--- src/rtl/iack_pkg.sv ---
package iack_pkg;
    typedef enum logic [1:0] {
        PH_IDLE = 2'd0,
        PH_ADDR = 2'd1,
        PH_WAIT = 2'd2,
        PH_DONE = 2'd3
    } iack_phase_e;

    localparam logic [2:0] FC_CPU_SPACE = 3'b111;
    localparam logic [2:0] FC_NONE      = 3'b000;
endpackage

--- src/rtl/iack_addr_gen.sv ---
module iack_addr_gen
    import iack_pkg::*;
#(
    parameter int ADDR_W = 24
) (
    input  logic              busy,
    input  logic [2:0]        level,
    output logic [ADDR_W-1:0] addr,
    output logic [2:0]        fc
);
    always_comb begin
        addr = '0;
        fc   = FC_NONE;
        if (busy) begin
            addr      = '1;
            addr[3:1] = level;
            fc        = FC_CPU_SPACE;
        end
    end
endmodule

--- src/rtl/iack_vec_sel.sv ---
module iack_vec_sel #(
    parameter int              VEC_W     = 8,
    parameter int              DATA_W    = 16,
    parameter logic [VEC_W-1:0] AUTO_BASE = 8'h18,
    parameter logic [VEC_W-1:0] SPUR_VEC  = 8'h18
) (
    input  logic [2:0]        level,
    input  logic [DATA_W-1:0] data,
    input  logic              dtack,
    input  logic              vpa,
    output logic              term,
    output logic              clash,
    output logic [VEC_W-1:0]  vector
);
    localparam int PAD_W = VEC_W - 3;

    logic [VEC_W-1:0] auto_vec;

    assign auto_vec = AUTO_BASE + {{PAD_W{1'b0}}, level};
    assign term     = dtack | vpa;
    assign clash    = dtack & vpa;

    always_comb begin
        if (clash)      vector = SPUR_VEC;
        else if (dtack) vector = data[VEC_W-1:0];
        else            vector = auto_vec;
    end
endmodule

--- src/rtl/iack_seq.sv ---
module iack_seq
    import iack_pkg::*;
#(
    parameter int              ADDR_W    = 24,
    parameter int              DATA_W    = 16,
    parameter int              VEC_W     = 8,
    parameter logic [VEC_W-1:0] AUTO_BASE = 8'h18,
    parameter logic [VEC_W-1:0] SPUR_VEC  = 8'h18
) (
    input  logic              clk,
    input  logic              rst_n,
    input  logic              start_i,
    input  logic [2:0]        level_i,
    output logic              busy_o,
    output logic [2:0]        fc_o,
    output logic [ADDR_W-1:0] addr_o,
    output logic              rw_o,
    output logic              as_o,
    output logic              ds_o,
    input  logic [DATA_W-1:0] data_i,
    input  logic              dtack_i,
    input  logic              vpa_i,
    output logic              done_o,
    output logic              err_o,
    output logic [VEC_W-1:0]  vector_o
);
    typedef struct packed {
        iack_phase_e      phase;
        logic [2:0]       level;
        logic [VEC_W-1:0] vector;
        logic             err;
        logic             done;
    } seq_state_t;

    seq_state_t st_d, st_q;

    logic             term_w, clash_w;
    logic [VEC_W-1:0] vec_w;
    logic             strobe_w;

    iack_vec_sel #(
        .VEC_W    (VEC_W),
        .DATA_W   (DATA_W),
        .AUTO_BASE(AUTO_BASE),
        .SPUR_VEC (SPUR_VEC)
    ) u_vec (
        .level (st_q.level),
        .data  (data_i),
        .dtack (dtack_i),
        .vpa   (vpa_i),
        .term  (term_w),
        .clash (clash_w),
        .vector(vec_w)
    );

    iack_addr_gen #(
        .ADDR_W(ADDR_W)
    ) u_addr (
        .busy (busy_o),
        .level(st_q.level),
        .addr (addr_o),
        .fc   (fc_o)
    );

    always_comb begin
        st_d      = st_q;
        st_d.done = 1'b0;
        st_d.err  = 1'b0;
        unique case (st_q.phase)
            PH_IDLE: begin
                if (start_i && (level_i != 3'd0)) begin
                    st_d.level = level_i;
                    st_d.phase = PH_ADDR;
                end
            end
            PH_ADDR: st_d.phase = PH_WAIT;
            PH_WAIT: begin
                if (term_w) begin
                    st_d.vector = vec_w;
                    st_d.err    = clash_w;
                    st_d.done   = 1'b1;
                    st_d.phase  = PH_DONE;
                end
            end
            PH_DONE: st_d.phase = PH_IDLE;
            default: st_d.phase = PH_IDLE;
        endcase
    end

    always_ff @(posedge clk or negedge rst_n) begin
        if (!rst_n) begin
            st_q.phase  <= PH_IDLE;
            st_q.level  <= 3'd0;
            st_q.vector <= '0;
            st_q.err    <= 1'b0;
            st_q.done   <= 1'b0;
        end else begin
            st_q <= st_d;
        end
    end

    assign strobe_w = (st_q.phase == PH_WAIT);
    assign busy_o   = (st_q.phase == PH_ADDR) || strobe_w;
    assign as_o     = strobe_w;
    assign ds_o     = strobe_w;
    assign rw_o     = 1'b1;
    assign done_o   = st_q.done;
    assign err_o    = st_q.err;
    assign vector_o = st_q.vector;
endmodule

--- config.mk ---
export PLATFORM = sky130hd
export DESIGN_NAME = iack_seq
export DESIGN_NICKNAME = d
export VERILOG_FILES = /design/src/rtl/iack_pkg.sv /design/src/rtl/iack_addr_gen.sv /design/src/rtl/iack_vec_sel.sv /design/src/rtl/iack_seq.sv
export SDC_FILE = /design/constraint.sdc
export NUM_CORES = 1
export LEC_CHECK = 0
export BUFFER_PORTS_ARGS = -buffer_cell sky130_fd_sc_hd__buf_2
export CAP_MARGIN = 10
export CORE_MARGIN = 2
export CORE_UTILIZATION = 40
export CTS_CLUSTER_DIAMETER = 100
export DETAILED_ROUTE_END_ITERATION = 10
export PLACE_DENSITY = 0.76
export SETUP_SLACK_MARGIN = 0.5
export SYNTH_ARGS = -nofsm -noshare
export SYNTH_HDL_FRONTEND = slang
export SYNTH_SLANG_ARGS = --single-unit
--- constraint.sdc ---
create_clock -name clk -period 2.46 [get_ports clk]
set_input_delay 0.123 -clock clk [delete_from_list [all_inputs] [get_ports clk]]
set_output_delay 0.123 -clock clk [all_outputs]
set_load 0.02 [all_outputs]
* Word-level counts from Yosys, hierarchy flattened
Index checks and enable logic that the tools add are counted.
Widths: inputs -> output; s select.
** Word-level totals
- Memory bits (read-only) :: 0
- Register bits :: 15
- RAM bits :: 0
- Output and inout bits :: 41
- Memories kept :: 0
- Latch bits :: 0
** Cells by class
- Reduce and logical (&&, ||, !) cells :: 7
- Bitwise gates (word level) :: 2
- Shift operators :: 0
- Add/sub/neg operators :: 1
- Eq/ne operators :: 5
- Muxes and demuxes :: 9
- Div/mod/pow operators :: 0
- Order comparisons :: 0
- Multipliers :: 0
** Operator list (number)
- $mux 24 :: 1
- $mux 8 :: 2
- $pmux 2 s4 :: 1
- $add 5x3->6 const A :: 1
- $mux 2 :: 3
- $reduce_and 2->1 :: 3
- $mux 5 :: 1
- $eq 2x2->1 const B :: 2
- $ne 2x2->1 const B :: 2
- $mux 3 :: 1
- $reduce_bool 3->1 :: 1
- $eq 2x1->1 const B :: 1
- $logic_not 2->1 :: 1
- $and 1x1->1 :: 1
- $logic_and 1x1->1 :: 1
- $logic_or 1x1->1 :: 1
- $or 1x1->1 :: 1

* Depth between registers and ports, before layout
- Word-level depth :: 4
- Depth in mapped cells :: 6
- Mapped depth without buffers :: 5

* Hierarchy
From an unflattened synthesis, not the netlist that was laid out.
** Second synthesis, totals
- Cells, all modules :: 89
- Area, all modules :: 988.4 um2
** Modules (own cells, without submodules)
- iack_seq :: seq. area each 375.4 um2, area each 701.9 um2, instances 1, cells an instance 50
- iack_addr_gen :: seq. area each 0.0 um2, area each 198.9 um2, instances 1, cells an instance 27
- iack_vec_sel :: seq. area each 0.0 um2, area each 87.6 um2, instances 1, cells an instance 12

* Least setup slack after synthesis
OpenSTA, ideal clock, no wires.
- Kind :: flip-flop to output port
- From :: register st_q[14] in the netlist's numbering
- To :: output addr_o[1]
- Path buffers :: 0
- Path slack :: 853 ps
- Data arrival time :: 1484 ps
- Cell stages (with the launch flop) :: 4
- Path through :: dfrtp_1 > inv_1 > ha_1 > and2_1
** On the way
- Longest elaborated chain between the ends :: 3
** RTL lines
- start, declared :: RTL line iack_seq.sv:35 : seq_state_t st_d, st_q;
- start signal, assigned :: RTL line iack_seq.sv:98 : st_q <= st_d;
- $eq 2x1->1 or $eq 2x2->1 (tied branches) :: RTL line iack_seq.sv:103, iack_seq.sv:102
- $logic_or 1x1->1 (*) :: RTL line iack_seq.sv:103 : assign busy_o = (st_q.phase == PH_ADDR) || strobe_w;
- via busy_o :: RTL line iack_seq.sv:14 : output logic busy_o,
- $mux 24 (*) :: RTL line iack_addr_gen.sv:14 : if (busy) begin
- end, declared :: RTL line iack_seq.sv:16 : output logic [ADDR_W-1:0] addr_o,
Mark *: on every way through the listed nets, which the timed path passes. The rest lies on a longest branch.

* Worst setup path in the final report
- From :: register st_q[14] in the netlist's numbering
- To :: output addr_o[2]
** On the way
- Longest elaborated chain between the ends :: 3
** RTL lines (RTL line)
- $eq 2x1->1 or $eq 2x2->1 (tied branches) :: iack_seq.sv:103, iack_seq.sv:102
- $logic_or 1x1->1 (*) :: iack_seq.sv:103
- $mux 24 (*) :: iack_addr_gen.sv:14
Mark *: on every way between the ends. The rest lies on a longest branch, timed or not.

==> results.ini <==
[critical_path]
path_buf_inv=2
max_stage_delay_ns=0.53
criticalPathCategory=register to output pin
crit_path_start_kind=register
crit_family=adder cells
crit_path_max_fanout=29
endpoint_kind=output pin
path_cells=inv_1 > ha_2 > and2_1 > buf_2
critPathRequiredTime_ns=2.34
critPathArrivalTime_ns=1.60
slowest_stage=ha_2

[yosys]
synthCells=102
syn_area_um2=1000
avgSynthCellArea_um2=9.85
synth.most_common_cell=buf_4
ys_seq_area_share_pct=37.4
ys_seq_elements=15
synth.area.top_cells=dfrtp_1 37%, buf_4 26%, o22a_1 3.5%, a221o_1 3.0%, o2bb2ai_1 2.6%
synth_top_area_share_pct=37.4
syn_nets=128
synth-edff-count=0
async_flop_share_pct=100
synth_area_leader_cell=dfrtp_1
ys.flop_type=dfrtp_1
yosysUniqueCellTypes=26
ys.warnings.count=0
netlist_top_cells_count=35 x buf_4, 15 x dfrtp_1, 4 x and2_1, 4 x o22a_1

[clocking]
insertion_delay_ns=0.28
path_clk_slew_ns=0.09
numCtsBuffers=3
post_cts_buffers=0
clockRootBuffer=clkbuf_4
cts_tree=built
cts.sinks=15
htree_levels=1
cts.path.max_buffers=2

[floorplanning]
dieArea_um2=2930
die_h_um=54.1
die_x_um=54.1
start_util_pct=41.3
fp.coreArea_um2=2430
rows=18
ioPinCount=65

[grt]
grt_pass1_vias=634
grtUsageTotal_pct=13.1
grt-ovfl-total=0
grt_pass1_wl_mm=2.73
grt_max_degree=30
grt_antenna_before_repair=0

[run_status]
status=complete, no violations

[drt]
first_iter_violations=16
antenna_left=0
first_pass_iters=4
routed_wl_mm=1.89
vias_per_cell=4.87
vias=755
avgRoutedWirePerCell_um=12.2
drcViolationCount=0

[sta]
setup-tns-final_ns=0
worst_pin_slew_ns=0.537
rsz0062_at_grt=false
setup_viol=0
hold_viol=0
skew_ns=0.00511
fin_hold_ws_ns=0.0818
drv_slew=0
period_minus_slack_ns=1.72
relSlewSlack_pct=64.2
fin_crit_sh_pct=69.9
fmax_ghz=0.582

[worst_hold_path]
min_path_type=input pin to register

[final_layout]
layout.nets=152
finalInstanceArea_um2=1080
antenna-diode-count=0
drive_above_1_share_pct=52.0
utilization_pct=44.5
synthToLayoutAreaGrowth_pct=7.85

[placement]
postPlaceCellArea_um2=1040
portBuffers=55
finalWeightedCongestion=0.733
dpl.hpwl_mm=1.42

[job]
drv_cap=0

## metal layers
layer  vias to the layer above  global-route usage [%]  wire (um)
li1                        370                       -          -
met1                       354                    16.0        824
met5                         -                       0          0
met4                         0                    9.17         22
met3                         2                    1.67        108
met2                        29                    21.3        937
## layout make-up
type	instances	area, um^2
fill	234	1350
sequential	15	375
multi-input combinational	47	348
timing repair buffer	56	285
tap	30	37.5
clock buffer	4	26.3
inverter	3	11.3
## final timing paths
check / from / end / slack [ns] / depth (start not counted)
max: st_q[14] / addr_o[2] / 0.74 / 4
min: data_i[1] / vector_o[1] / 0.08 / 2
max reg2reg: st_q[13] / vector_o[4] / 0.79 / 5
min reg2reg: st_q[13] / st_q[13] / 0.51 / 1
max in group asynchronous: rst_n / st_q[12] / 1.94 / 2
min in group asynchronous: rst_n / vector_o[5] / 0.27 / 2
## metrics by stage
step	cells	setup slack, ns
after detailed placement	150	0.836
after global routing	155	0.609
after CTS	155	0.574
final	155	0.741
after floorplan	102	0.853
after global placement	150	0.894
## what timing repair did
item,in CTS,in global routing
endpoints found under the setup margin,0,3
hold buffers,1,0
endpoints found under the hold margin,15,0
gates resized for setup,0,1
## sequential cells by signal, summed over array words and instances (netlist names)
signal    flops
vector_o      8
st_q          5
done_o        1
err_o         1
## cells in the final DEF, fill, tap and decap left out, drive strengths merged
master       count
buf             55
nand2b           3
nor2b            3
dlygate4sd3      1
mux2             1
o22a             5
nand3            3
and2             4
nand2            1
a31oi            3
nor2             3
dfrtp           15
clkbuf           4
and3             1
o21ai            3
o2bb2ai          3
ha               2
a21oi            3
a22oi            1
o31ai            1
inv              3
conb             1
a22o             3
a221o            3
## worst register-to-register path: cells and delay by family (launching register included)
| family | cells | cell delay, ns |
|---|---|---|
| adders and majority gates | 1 | 0.50 |
| DFF | 1 | 0.39 |
| buffers and inverters | 1 | 0.09 |
| and+or+nand+nor | 1 | 0.19 |
| AOI/OAI and AO/OA | 2 | 0.39 |
## kinds of logic (layout without fill, tap and decap cells)
kind of cell             Yosys count  after routing  synth area share (%)
adder cells (fa/ha/maj)            2              2                  2.49
flip-flops                        15             15                  37.4
multiplexers                       1              1                  1.49
AND/OR/NAND/NOR                   18             18                  9.84
other                              1              1                 0.373
buffers and inverters             40             63                  28.3
AO/OA/AOI/OAI                     25             25                  20.2
Power is left out: the tool's default activity adds up to more than one toggle a clock period on the data nets, which glitch-free logic cannot reach.
